===== src/rtl/xlat_pkg.sv =====
package xlat_pkg;
    localparam int VA_W  = 32;
    localparam int OFF_W = 12;
    localparam int VPN_W = VA_W - OFF_W;
    localparam int PFN_W = 20;
    localparam int PA_W  = PFN_W + OFF_W;

    typedef enum logic [1:0] {
        OCC_EMPTY,
        OCC_PARTIAL,
        OCC_FULL
    } occ_state_e;
endpackage


===== src/rtl/xlat_cam.sv =====
module xlat_cam
    import xlat_pkg::*;
#(
    parameter int N     = 32,
    parameter int IDX_W = $clog2(N)
) (
    input  logic                       clk,
    input  logic                       rst_n,
    input  logic [N-1:0]               tag_vld,
    input  logic [N-1:0][VPN_W-1:0]    tag_q,
    input  logic [VPN_W-1:0]           key_lk,
    input  logic [VPN_W-1:0]           key_fill,
    input  logic [VPN_W-1:0]           key_inv,
    output logic [N-1:0]               m_lk,
    output logic [N-1:0]               m_fill,
    output logic [N-1:0]               m_inv,
    output logic [IDX_W-1:0]           idx_lk,
    output logic [IDX_W-1:0]           idx_fill
);
    function automatic logic [IDX_W-1:0] enc(input logic [N-1:0] v);
        logic [IDX_W-1:0] r;
        r = '0;
        for (int i = 0; i < N; i++) begin
            if (v[i]) r = r | IDX_W'(i);
        end
        return r;
    endfunction

    for (genvar g = 0; g < N; g++) begin : g_cmp
        assign m_lk[g]   = tag_vld[g] && (tag_q[g] == key_lk);
        assign m_fill[g] = tag_vld[g] && (tag_q[g] == key_fill);
        assign m_inv[g]  = tag_vld[g] && (tag_q[g] == key_inv);
    end

    assign idx_lk   = enc(m_lk);
    assign idx_fill = enc(m_fill);


    tag_unique_chk: assert property (@(posedge clk) disable iff (!rst_n)
        $onehot0(m_lk));

    fill_unique_chk: assert property (@(posedge clk) disable iff (!rst_n)
        $onehot0(m_fill));
endmodule


===== src/rtl/xlat_lru.sv =====
module xlat_lru #(
    parameter int N     = 32,
    parameter int IDX_W = $clog2(N),
    parameter int AW    = IDX_W
) (
    input  logic             clk,
    input  logic             rst_n,
    input  logic             hit_v,
    input  logic [IDX_W-1:0] hit_idx,
    input  logic             fill_v,
    input  logic [IDX_W-1:0] fill_idx,
    output logic [IDX_W-1:0] lru_idx
);
    typedef logic [N-1:0][AW-1:0] age_vec_t;

    age_vec_t   age_q;
    age_vec_t   age_h;
    age_vec_t   age_d;
    logic [N-1:0] oldest;

    function automatic age_vec_t touch(input age_vec_t a, input logic [IDX_W-1:0] k);
        age_vec_t   res;
        logic [AW-1:0] pivot;
        pivot = a[k];
        for (int i = 0; i < N; i++) begin
            if (IDX_W'(i) == k)     res[i] = '0;
            else if (a[i] < pivot)  res[i] = a[i] + 1'b1;
            else                    res[i] = a[i];
        end
        return res;
    endfunction

    always_comb begin
        age_h = hit_v  ? touch(age_q, hit_idx)  : age_q;
        age_d = fill_v ? touch(age_h, fill_idx) : age_h;
    end

    always_ff @(posedge clk) begin
        if (!rst_n) begin
            for (int i = 0; i < N; i++) age_q[i] <= AW'(i);
        end else begin
            age_q <= age_d;
        end
    end

    for (genvar g = 0; g < N; g++) begin : g_old
        assign oldest[g] = (age_q[g] == AW'(N - 1));
    end

    always_comb begin
        lru_idx = '0;
        for (int i = 0; i < N; i++) begin
            if (oldest[i]) lru_idx = lru_idx | IDX_W'(i);
        end
    end


    lru_single_oldest_chk: assert property (@(posedge clk) disable iff (!rst_n)
        $countones(oldest) == 1);

    hit_becomes_young_chk: assert property (@(posedge clk) disable iff (!rst_n)
        (hit_v && !fill_v) |=> (age_q[$past(hit_idx)] == '0));
endmodule


===== src/rtl/xlat_cache.sv =====
module xlat_cache
    import xlat_pkg::*;
#(
    parameter int N      = 32,
    parameter int PERM_W = 4
) (
    input  logic              clk,
    input  logic              rst_n,
    input  logic              lk_valid,
    input  logic [VA_W-1:0]   lk_vaddr,
    input  logic              fill_valid,
    input  logic [VPN_W-1:0]  fill_vpn,
    input  logic [PFN_W-1:0]  fill_pfn,
    input  logic [PERM_W-1:0] fill_perm,
    input  logic              inv_valid,
    input  logic [VPN_W-1:0]  inv_vpn,
    input  logic              flush_all,
    output logic              lk_done,
    output logic              lk_hit,
    output logic [PA_W-1:0]   lk_paddr,
    output logic [PERM_W-1:0] lk_perm
);
    localparam int IDX_W = $clog2(N);

    logic [N-1:0]              vld_q, vld_d;
    logic [N-1:0][VPN_W-1:0]   tag_q;
    logic [N-1:0][PFN_W-1:0]   pfn_q;
    logic [N-1:0][PERM_W-1:0]  perm_q;

    occ_state_e occ_q, occ_d;

    logic [N-1:0]     m_lk, m_fill, m_inv;
    logic [IDX_W-1:0] idx_lk, idx_fill, lru_idx, free_idx, fill_tgt;
    logic             lk_fire, hit_now, inv_fire, fill_fire;
    logic [PFN_W-1:0]  hit_pfn;
    logic [PERM_W-1:0] hit_perm;

    xlat_cam #(.N(N), .IDX_W(IDX_W)) u_cam (
        .clk      (clk),
        .rst_n    (rst_n),
        .tag_vld  (vld_q),
        .tag_q    (tag_q),
        .key_lk   (lk_vaddr[VA_W-1:OFF_W]),
        .key_fill (fill_vpn),
        .key_inv  (inv_vpn),
        .m_lk     (m_lk),
        .m_fill   (m_fill),
        .m_inv    (m_inv),
        .idx_lk   (idx_lk),
        .idx_fill (idx_fill)
    );

    // Request qualification: flush beats everything, invalidate beats a same-page fill.
    always_comb begin
        lk_fire   = lk_valid && !flush_all;
        hit_now   = lk_fire && (|m_lk);
        inv_fire  = inv_valid && !flush_all;
        fill_fire = fill_valid && !flush_all && !(inv_valid && (fill_vpn == inv_vpn));
    end

    xlat_lru #(.N(N), .IDX_W(IDX_W), .AW(IDX_W)) u_lru (
        .clk      (clk),
        .rst_n    (rst_n),
        .hit_v    (hit_now),
        .hit_idx  (idx_lk),
        .fill_v   (fill_fire),
        .fill_idx (fill_tgt),
        .lru_idx  (lru_idx)
    );

    // Lowest-numbered free entry.
    always_comb begin
        free_idx = '0;
        for (int i = N - 1; i >= 0; i--) begin
            if (!vld_q[i]) free_idx = IDX_W'(i);
        end
    end

    // Output process of the occupancy machine: fill target selection.
    always_comb begin
        fill_tgt = free_idx;
        if (|m_fill) begin
            fill_tgt = idx_fill;
        end else begin
            unique case (occ_q)
                OCC_EMPTY:   fill_tgt = free_idx;
                OCC_PARTIAL: fill_tgt = free_idx;
                OCC_FULL:    fill_tgt = lru_idx;
                default:     fill_tgt = free_idx;
            endcase
        end
    end

    // Next valid vector.
    always_comb begin
        for (int i = 0; i < N; i++) begin
            if (flush_all)                               vld_d[i] = 1'b0;
            else if (fill_fire && fill_tgt == IDX_W'(i)) vld_d[i] = 1'b1;
            else if (inv_fire && m_inv[i])               vld_d[i] = 1'b0;
            else                                         vld_d[i] = vld_q[i];
        end
    end

    // Next-state logic of the occupancy machine.
    always_comb begin
        occ_d = occ_q;
        unique case (occ_q)
            OCC_EMPTY: begin
                if (fill_fire) occ_d = (&vld_d) ? OCC_FULL : OCC_PARTIAL;
            end
            OCC_PARTIAL: begin
                if (flush_all)          occ_d = OCC_EMPTY;
                else if (vld_d == '0)   occ_d = OCC_EMPTY;
                else if (&vld_d)        occ_d = OCC_FULL;
            end
            OCC_FULL: begin
                if (flush_all)          occ_d = OCC_EMPTY;
                else if (vld_d == '0)   occ_d = OCC_EMPTY;
                else if (!(&vld_d))     occ_d = OCC_PARTIAL;
            end
            default: occ_d = OCC_EMPTY;
        endcase
    end

    always_ff @(posedge clk) begin
        if (!rst_n) occ_q <= OCC_EMPTY;
        else        occ_q <= occ_d;
    end

    // Entry storage.
    always_ff @(posedge clk) begin
        if (!rst_n) begin
            vld_q  <= '0;
            tag_q  <= '0;
            pfn_q  <= '0;
            perm_q <= '0;
        end else begin
            vld_q <= vld_d;
            if (fill_fire) begin
                tag_q[fill_tgt]  <= fill_vpn;
                pfn_q[fill_tgt]  <= fill_pfn;
                perm_q[fill_tgt] <= fill_perm;
            end
        end
    end

    // Hit data: AND-OR selection over the one-hot match vector.
    always_comb begin
        hit_pfn  = '0;
        hit_perm = '0;
        for (int i = 0; i < N; i++) begin
            if (m_lk[i]) begin
                hit_pfn  = hit_pfn  | pfn_q[i];
                hit_perm = hit_perm | perm_q[i];
            end
        end
    end

    always_ff @(posedge clk) begin
        if (!rst_n) begin
            lk_done  <= 1'b0;
            lk_hit   <= 1'b0;
            lk_paddr <= '0;
            lk_perm  <= '0;
        end else begin
            lk_done  <= lk_valid;
            lk_hit   <= hit_now;
            lk_paddr <= hit_now ? {hit_pfn, lk_vaddr[OFF_W-1:0]} : '0;
            lk_perm  <= hit_now ? hit_perm : '0;
        end
    end


    done_follows_req_chk: assert property (@(posedge clk) disable iff (!rst_n)
        lk_valid |=> lk_done);

    done_quiet_chk: assert property (@(posedge clk) disable iff (!rst_n)
        !lk_valid |=> !lk_done);

    offset_pass_chk: assert property (@(posedge clk) disable iff (!rst_n)
        lk_valid |=> (!lk_hit || lk_paddr[OFF_W-1:0] == $past(lk_vaddr[OFF_W-1:0])));

    miss_zero_chk: assert property (@(posedge clk) disable iff (!rst_n)
        !lk_hit |-> (lk_paddr == '0 && lk_perm == '0));

    flush_lookup_miss_chk: assert property (@(posedge clk) disable iff (!rst_n)
        (lk_valid && flush_all) |=> !lk_hit);

    flush_clear_chk: assert property (@(posedge clk) disable iff (!rst_n)
        flush_all |=> (vld_q == '0 && occ_q == OCC_EMPTY));

    occ_full_chk: assert property (@(posedge clk) disable iff (!rst_n)
        (occ_q == OCC_FULL) == (&vld_q));

    occ_empty_chk: assert property (@(posedge clk) disable iff (!rst_n)
        (occ_q == OCC_EMPTY) == (vld_q == '0));
endmodule


===== config.mk =====
export PLATFORM = sky130hd
export DESIGN_NAME = xlat_cache
export DESIGN_NICKNAME = d
export VERILOG_FILES = /design/src/rtl/xlat_pkg.sv /design/src/rtl/xlat_cam.sv /design/src/rtl/xlat_lru.sv /design/src/rtl/xlat_cache.sv
export SDC_FILE = /design/constraint.sdc
export NUM_CORES = 2
export LEC_CHECK = 0
export BUFFER_PORTS_ARGS = -buffer_cell sky130_fd_sc_hd__buf_2
export CAP_MARGIN = 20
export CORE_MARGIN = 2
export CORE_UTILIZATION = 40
export CTS_BUF_LIST = sky130_fd_sc_hd__clkbuf_4 sky130_fd_sc_hd__clkbuf_8 sky130_fd_sc_hd__clkbuf_16
export DETAILED_ROUTE_END_ITERATION = 8
export SKIP_CTS_REPAIR_TIMING = 1
export SLEW_MARGIN = 10
export SYNTH_ARGS = -nofsm -noshare
export SYNTH_HDL_FRONTEND = slang
export SYNTH_SLANG_ARGS = --single-unit
export TNS_END_PERCENT = 30

===== constraint.sdc =====
create_clock -name clk -period 14.83 [get_ports clk]
set_input_delay 0 -clock clk [delete_from_list [all_inputs] [get_ports clk]]
set_output_delay 0 -clock clk [all_outputs]
set_load 0.01 [all_outputs]

# Word level (Yosys, flattened, before mapping)
# Cells that the tools add are included.
[totals] word_cells=1349 ff_bits=1640 out_inout_bits=38 mem_bits_rw=0 inputBits=102 n_memories=0 rom_bits=0 latch_bits=0
[classes] n_addsub=64 n_shift=0 bitwise_logic=62 muxes=617 n_lt_le_gt_ge=67 multipliers=0 n_div=0 n_eq_ne=227 reduce_logical=178
[op_table] op="640-bit 2-to-1 mux" count=4
[op_table] op="20-bit equality test" count=97
[op_table] op="5-bit 2-to-1 mux" count=277
[op_table] op="640-bit bitwise mux" count=2
[op_table] op="20-bit 2-to-1 mux" count=33
[op_table] op="20-bit bitwise OR" count=31
[op_table] op="5-bit by 1-bit adder with 5-bit output (second input constant)" count=64
[op_table] op="5-bit less-than comparator" count=64
[op_table] op="160-bit 2-to-1 mux" count=2
[op_table] op="128-bit 2-to-1 mux" count=2
[op_table] op="5-bit equality test (second input constant)" count=47
[op_table] op="4-bit 2-to-1 mux" count=57
[op_table] op="1-bit 2-to-1 mux" count=195
[op_table] op="1-bit logical AND" count=167
[op_table] op="5-bit equality test (first input constant)" count=32
[op_table] op="128-bit bitwise mux" count=1
[op_table] op="4-bit bitwise OR" count=31
[op_table] op="20-bit demux with 5-bit select" count=1
[op_table] op="4-bit by 5-bit equality test with 1-bit output (first input constant)" count=16
[op_table] op="32-bit OR reduction" count=2
[op_table] op="2-bit 2-to-1 mux" count=27
[op_table] op="5-bit binary-select mux with 5-bit select" count=2
[op_table] op="3-bit by 5-bit equality test with 1-bit output (first input constant)" count=8
[op_table] op="5-bit by 4-bit equality test with 1-bit output (second input constant)" count=8
[op_table] op="22 further kinds" count=45

# Depth between registers and ports, before layout
[depth] word_depth=65 depth_mapped=46 ltp_nobuf=39

# Modules after synthesis
# From an unflattened synthesis, not the netlist that was laid out.
[hier_totals] hier_cells=13126 area_unflattened_um2=101830.2
[by_module_without_submodules] mod="xlat_cache" area_per_inst_um2=56117.6 seq_area_each_um2=29628.4 n_inst=1 cells_each=7300
[by_module_without_submodules] mod="xlat_cam" area_per_inst_um2=23244.8 seq_area_each_um2=0.0 n_inst=1 cells_each=2920
[by_module_without_submodules] mod="xlat_lru" area_per_inst_um2=22467.8 seq_area_each_um2=3203.1 n_inst=1 cells_each=2906

# Worst setup path before layout
# OpenSTA, ideal clock, no wires.
[synth_path] kind="flip-flop to flip-flop" start="reg tag_q[60] (netlist name)" end="reg u_lru.age_q[153] (netlist name)" t_arrival_ns=10.810 setup_time_ns=0.143 required_time_ns=14.687 stages_incl_launch_ff=38 n_path_buf=6 path_slack_ns=3.877 synth_period_minus_slack_ns=10.953 path_cell_list="dfxtp_1 -> clkbuf_1 -> xor2_1 -> or4_1 -> nor4_2 -> or4_4 -> and4bb_1 -> buf_4 -> buf_8 -> clkbuf_1 -> buf_1 -> buf_1 -> nand2_1 -> nand3_1 -> a21oi_1 -> nor3_1 -> o21ai_0 -> ha_1 -> [2 not listed] -> and3_1 -> nand3_1 -> nor2b_1 -> o21ai_0 -> o31ai_1 -> mux2_2 -> a21oi_1 -> a21oi_1 -> o221a_2 -> a31oi_1 -> ha_1 -> a21o_1 -> a21oi_1 -> o21ai_0 -> a21oi_4 -> or4b_1 -> a21oi_1 -> o221ai_1"
[synth_via] elab_chain_len=45 word_cells_on_any_way=238 cone_classes="1 x add/sub; 33 x order compare; 34 x eq/ne; 164 x mux; 6 x reduce/logical"
[synth_lines] item="start, declared" line_no="xlat_cache.sv:26" rtl="logic [N-1:0][VPN_W-1:0] tag_q;"
[synth_lines] item="start signal, assigned by index" line_no="xlat_cache.sv:140" rtl="tag_q[fill_tgt] <= fill_vpn;"
[synth_lines] item="20-bit equality test" line_no="xlat_cam.sv:30" rtl="assign m_lk[g] = tag_vld[g] && (tag_q[g] == key_lk);"
[synth_lines] item="1-bit logical AND" line_no="xlat_cam.sv:30"
[synth_lines] item="2-bit 2-to-1 mux" line_no="xlat_cam.sv:24" rtl="if (v[i]) r = r | IDX_W'(i);"
[synth_lines] item="3-bit 2-to-1 mux (4 in series)" line_no="xlat_cam.sv:24"
[synth_lines] item="4-bit 2-to-1 mux (8 in series)" line_no="xlat_cam.sv:24"
[synth_lines] item="5-bit 2-to-1 mux (16 in series)" line_no="xlat_cam.sv:24"
[synth_lines] item="5-bit binary-select mux with 5-bit select" line_no="xlat_lru.sv:24" rtl="pivot = a[k];"
[synth_lines] item="5-bit 2-to-1 mux (implied by the code)" line_no="xlat_lru.sv:24"
[synth_lines] item="[2 not listed]"
[synth_lines] item="5-bit 2-to-1 mux (2 in series)" line_no="xlat_lru.sv:26" rtl="if (IDX_W'(i) == k) res[i] = '0;"
[synth_lines] item="160-bit 2-to-1 mux" line_no="xlat_lru.sv:34" rtl="age_h = hit_v ? touch(age_q, hit_idx) : age_q;"
[synth_lines] item="5-bit binary-select mux with 5-bit select" line_no="xlat_lru.sv:24"
[synth_lines] item="5-bit 2-to-1 mux (implied by the code)" line_no="xlat_lru.sv:24"
[synth_lines] item="5-bit less-than comparator" line_no="xlat_lru.sv:27" rtl="else if (a[i] < pivot) res[i] = a[i] + 1'b1;"
[synth_lines] item="5-bit 2-to-1 mux" line_no="xlat_lru.sv:27"
[synth_lines] item="5-bit 2-to-1 mux (2 in series)" line_no="xlat_lru.sv:26"
[synth_lines] item="160-bit 2-to-1 mux (*)" line_no="xlat_lru.sv:35" rtl="age_d = fill_v ? touch(age_h, fill_idx) : age_h;"
[synth_lines] item="end signal, assigned" line_no="xlat_lru.sv:42" rtl="age_q <= age_d;"
[synth_lines] item="end, declared" line_no="xlat_lru.sv:16" rtl="age_vec_t age_q;"
# Mark *: on every way between the ends. The rest lies on a longest branch, timed or not. The select of a mux whose other input is x is not followed.
# A chain may end at the register's enable or synchronous reset.

# Worst setup path in the final report
[layout_path] start="reg tag_q[567] (netlist name)" end="reg u_lru.age_q[3] (netlist name)"
[layout_via] elab_chain_len=20 word_cells_on_any_way=188 cone_classes="1 x add/sub; 33 x order compare; 33 x eq/ne; 114 x mux; 7 x reduce/logical"
[layout_lines] item="20-bit equality test" line_no="xlat_cam.sv:30"
[layout_lines] item="1-bit logical AND" line_no="xlat_cam.sv:30"
[layout_lines] item="5-bit 2-to-1 mux (4 in series)" line_no="xlat_cam.sv:24"
[layout_lines] item="5-bit binary-select mux with 5-bit select" line_no="xlat_lru.sv:24"
[layout_lines] item="5-bit 2-to-1 mux (implied by the code)" line_no="xlat_lru.sv:24"
[layout_lines] item="5-bit less-than comparator" line_no="xlat_lru.sv:27"
[layout_lines] item="5-bit 2-to-1 mux" line_no="xlat_lru.sv:27"
[layout_lines] item="5-bit 2-to-1 mux (2 in series)" line_no="xlat_lru.sv:26"
[layout_lines] item="160-bit 2-to-1 mux" line_no="xlat_lru.sv:34"
[layout_lines] item="5-bit binary-select mux with 5-bit select" line_no="xlat_lru.sv:24"
[layout_lines] item="5-bit 2-to-1 mux (implied by the code)" line_no="xlat_lru.sv:24"
[layout_lines] item="5-bit less-than comparator" line_no="xlat_lru.sv:27"
[layout_lines] item="5-bit 2-to-1 mux" line_no="xlat_lru.sv:27"
[layout_lines] item="5-bit 2-to-1 mux (2 in series)" line_no="xlat_lru.sv:26"
[layout_lines] item="160-bit 2-to-1 mux (*)" line_no="xlat_lru.sv:35"
# Marked as above.

==> reports/results.tsv <==
metric	value	unit
fin_util	44.30	%
max_slew_margin	4.147	%
portBuffers	139	
drt_iter0_drc	19010	
final.period_utilization	78.33	%
tns	0	ns
setup-violations-final	0	
synth_ff_type	dfxtp_1	
cts_buffers	184	
drv_cap	0	
ys_ff_latch	1640	
initial_utilization	40.12	%
cts_tree	built	
wl_per_cell	33.70	µm
synth.largest_area_cell	dfxtp_1	
report.final.slew_viol_count	0	
grt-ovfl-total	0	
critPathArrivalTime	12.39	ns
detailed_place_hpwl	344.8	mm
cpMostUsedCell	nor4_1	
worst_slack	3.214	ns
yosysTopAreaCellShare	31.26	%
vias	109100	
ys_top_cells_by_area	dfxtp_1, xnor2_1, xor2_1	
hold_slack	0.01165	ns
fin_crit	11.62	ns
clock_latency	0.94	ns
syn_nets	13450	
dieArea	266700	µm²
antenna_found_initial	42	
grt_use_total	39.47	%
grt_max_degree	218	
multi_input_area	67590	µm²
via_per_inst	6.691	
hp-class	in -> reg	
fmaxAchievable	86.09	MHz
cp_max_fo	21	
placed_area	108400	µm²
coreArea	261800	µm²
root_buffer	clkbuf_16	
yosys_warnings	0	
io_pins	140	
critPathLaunchType	flop	
rrSetupSlack	3.21	ns
peakVddDrop	0.0001234	V
syn_area_per_cell	8.079	µm²
firstDrtPassIters	7	
fin_worst_skew	0.08867	ns
finalInstanceArea	116000	µm²
synth_common_cells	nand2_1, dfxtp_1, xnor2_1	
dp_slack	3.196	ns
syn_to_final_growth	10.42	%
grt_setup_unrepaired	no	
clk_pin_slew_worst_paths	0.06	ns
drt_wl_total	549.8	mm
synth_area	105000	µm²
fin_nets	13070	
final_layout_size_suffix_gt1_share	10.67	%
ant_nets	0	
regArea	32830	µm²
synth_seq_area_share	31.26	%
syn_inst	13000	
leakage	41.51	nW
grt_pass1_vias	98200	
htree_levels	4	
gp_routability_congestion	1.107	
ys_types	109	
async_reset_ff_share	0	%
die-height	516.4	µm
critPathRequiredTime	15.61	ns
slowest_stage	and4_2	
slowest_delay	1.06	ns
grt_pass1_wl	760.9	mm
status	complete, no violations	
power_density	91.85	nW/µm²
die_x	516.4	µm
path_class	reg -> reg	
clk_path_buf_depth	3	
drc_errors	0	
clock-sinks	1640	
synth_edf_count	0	
worst_slew_pin_slew	1.438	ns
hold_violations	0	
n_fill_cell	26130	
critPathCaptureType	flop	
row_count	188	
yosysMostFrequentCell	nand2_1	
-- report_power, final --
part,internal (mW),switching (mW),total (mW)
Clock,2.96,2.16,5.12
Sequential,4.42,0.0273,4.45
Combinational,0.308,0.776,1.08
-- per-layer routing --
layer | routed length (µm) | vias to the layer above | track usage, %
met2 | 217500 | 8763 | 55.32
met1 | 208400 | 52290 | 50.84
li1 | - | 45800 | -
met4 | 44340 | 20 | 26.91
met3 | 79380 | 2274 | 13.04
met5 | 147 | - | 0
-- area by class of cell --
cell class / instances / share of cell area [%]
Antenna cell: 20 / 0.04315
Clock buffer: 264 / 4.745
Clock inverter: 81 / 1.100
Inverter: 126 / 0.4142
Multi-Input combinational cell: 10160 / 58.28
Sequential cell: 1640 / 28.31
Tap cell: 3515 / 3.792
Timing Repair Buffer: 504 / 3.323
-- worst max-delay path, delay by kind of cell, from the launching register on --
kind | cells | cell delay (ns)
AOI/OAI and AO/OA | 11 | 2.77
xor gates and xnor gates | 2 | 0.32
adders and majority gates | 2 | 0.75
buffers and inverters | 3 | 1.36
DFF | 1 | 0.50
muxes | 1 | 0.67
and+or+nand+nor | 14 | 4.99
-- kinds of logic (layout without fill, tap and decap cells) --
group	count (synthesis)	after routing	synth area share (%)
xor gates and xnor gates	2052	2052	17.11
and+or+nand+nor	4811	4811	22.24
AOI/OAI and AO/OA	2779	2779	18.52
other	0	20	0
muxes	170	170	1.643
buffers and inverters	1198	975	5.047
adders and majority gates	351	351	4.181
DFF	1640	1640	31.26
-- cells in the final DEF, fill, tap and decap left out, types with 149 or more instances in the layout --
| master | Yosys | final |
|---|---|---|
| nand2_1 | 2135 | 2112 |
| dfxtp_1 | 1640 | 1640 |
| xnor2_1 | 1128 | 1128 |
| a21oi_1 | 1085 | 1084 |
| xor2_1 | 924 | 924 |
| nor2_1 | 625 | 594 |
| nand4_1 | 575 | 575 |
| o221a_2 | 359 | 359 |
| nand3_1 | 357 | 353 |
| ha_1 | 351 | 351 |
| buf_4 | 40 | 342 |
| nor4_1 | 329 | 325 |
| o21ai_0 | 254 | 251 |
| clkbuf_16 | 0 | 185 |
| a22o_1 | 157 | 157 |
| nor3_1 | 157 | 152 |
| mux2i_1 | 151 | 151 |
| a221oi_1 | 149 | 149 |
-- flip-flops by register name, indices dropped and copies added, names as in the netlist --
name,cells
occ_q,2
lk_paddr,32
lk_hit,1
lk_perm,4
pfn_q,640
vld_q,32
tag_q,640
u_lru.age_q,160
lk_done,1
perm_q,128
-- final timing paths --
check                           startpoint             end  cells past startpoint
worst max-delay path            tag_q[567]  u_lru.age_q[3]                     33
worst min-delay path            inv_vpn[3]        vld_q[9]                      6
worst min register to register  pfn_q[484]      pfn_q[484]                      2
worst max register to register  tag_q[567]  u_lru.age_q[3]                     33
-- metrics by stage --
step | cells | power [mW]
after floorplan | 13000 | 5.208
after global placement | 15870 | 5.554
after detailed placement | 15870 | 5.552
after CTS | 16210 | 10.58
after global routing | 16300 | 10.86
final | 16310 | 10.65
No activity file was read; power rests on OpenSTA's default activity.
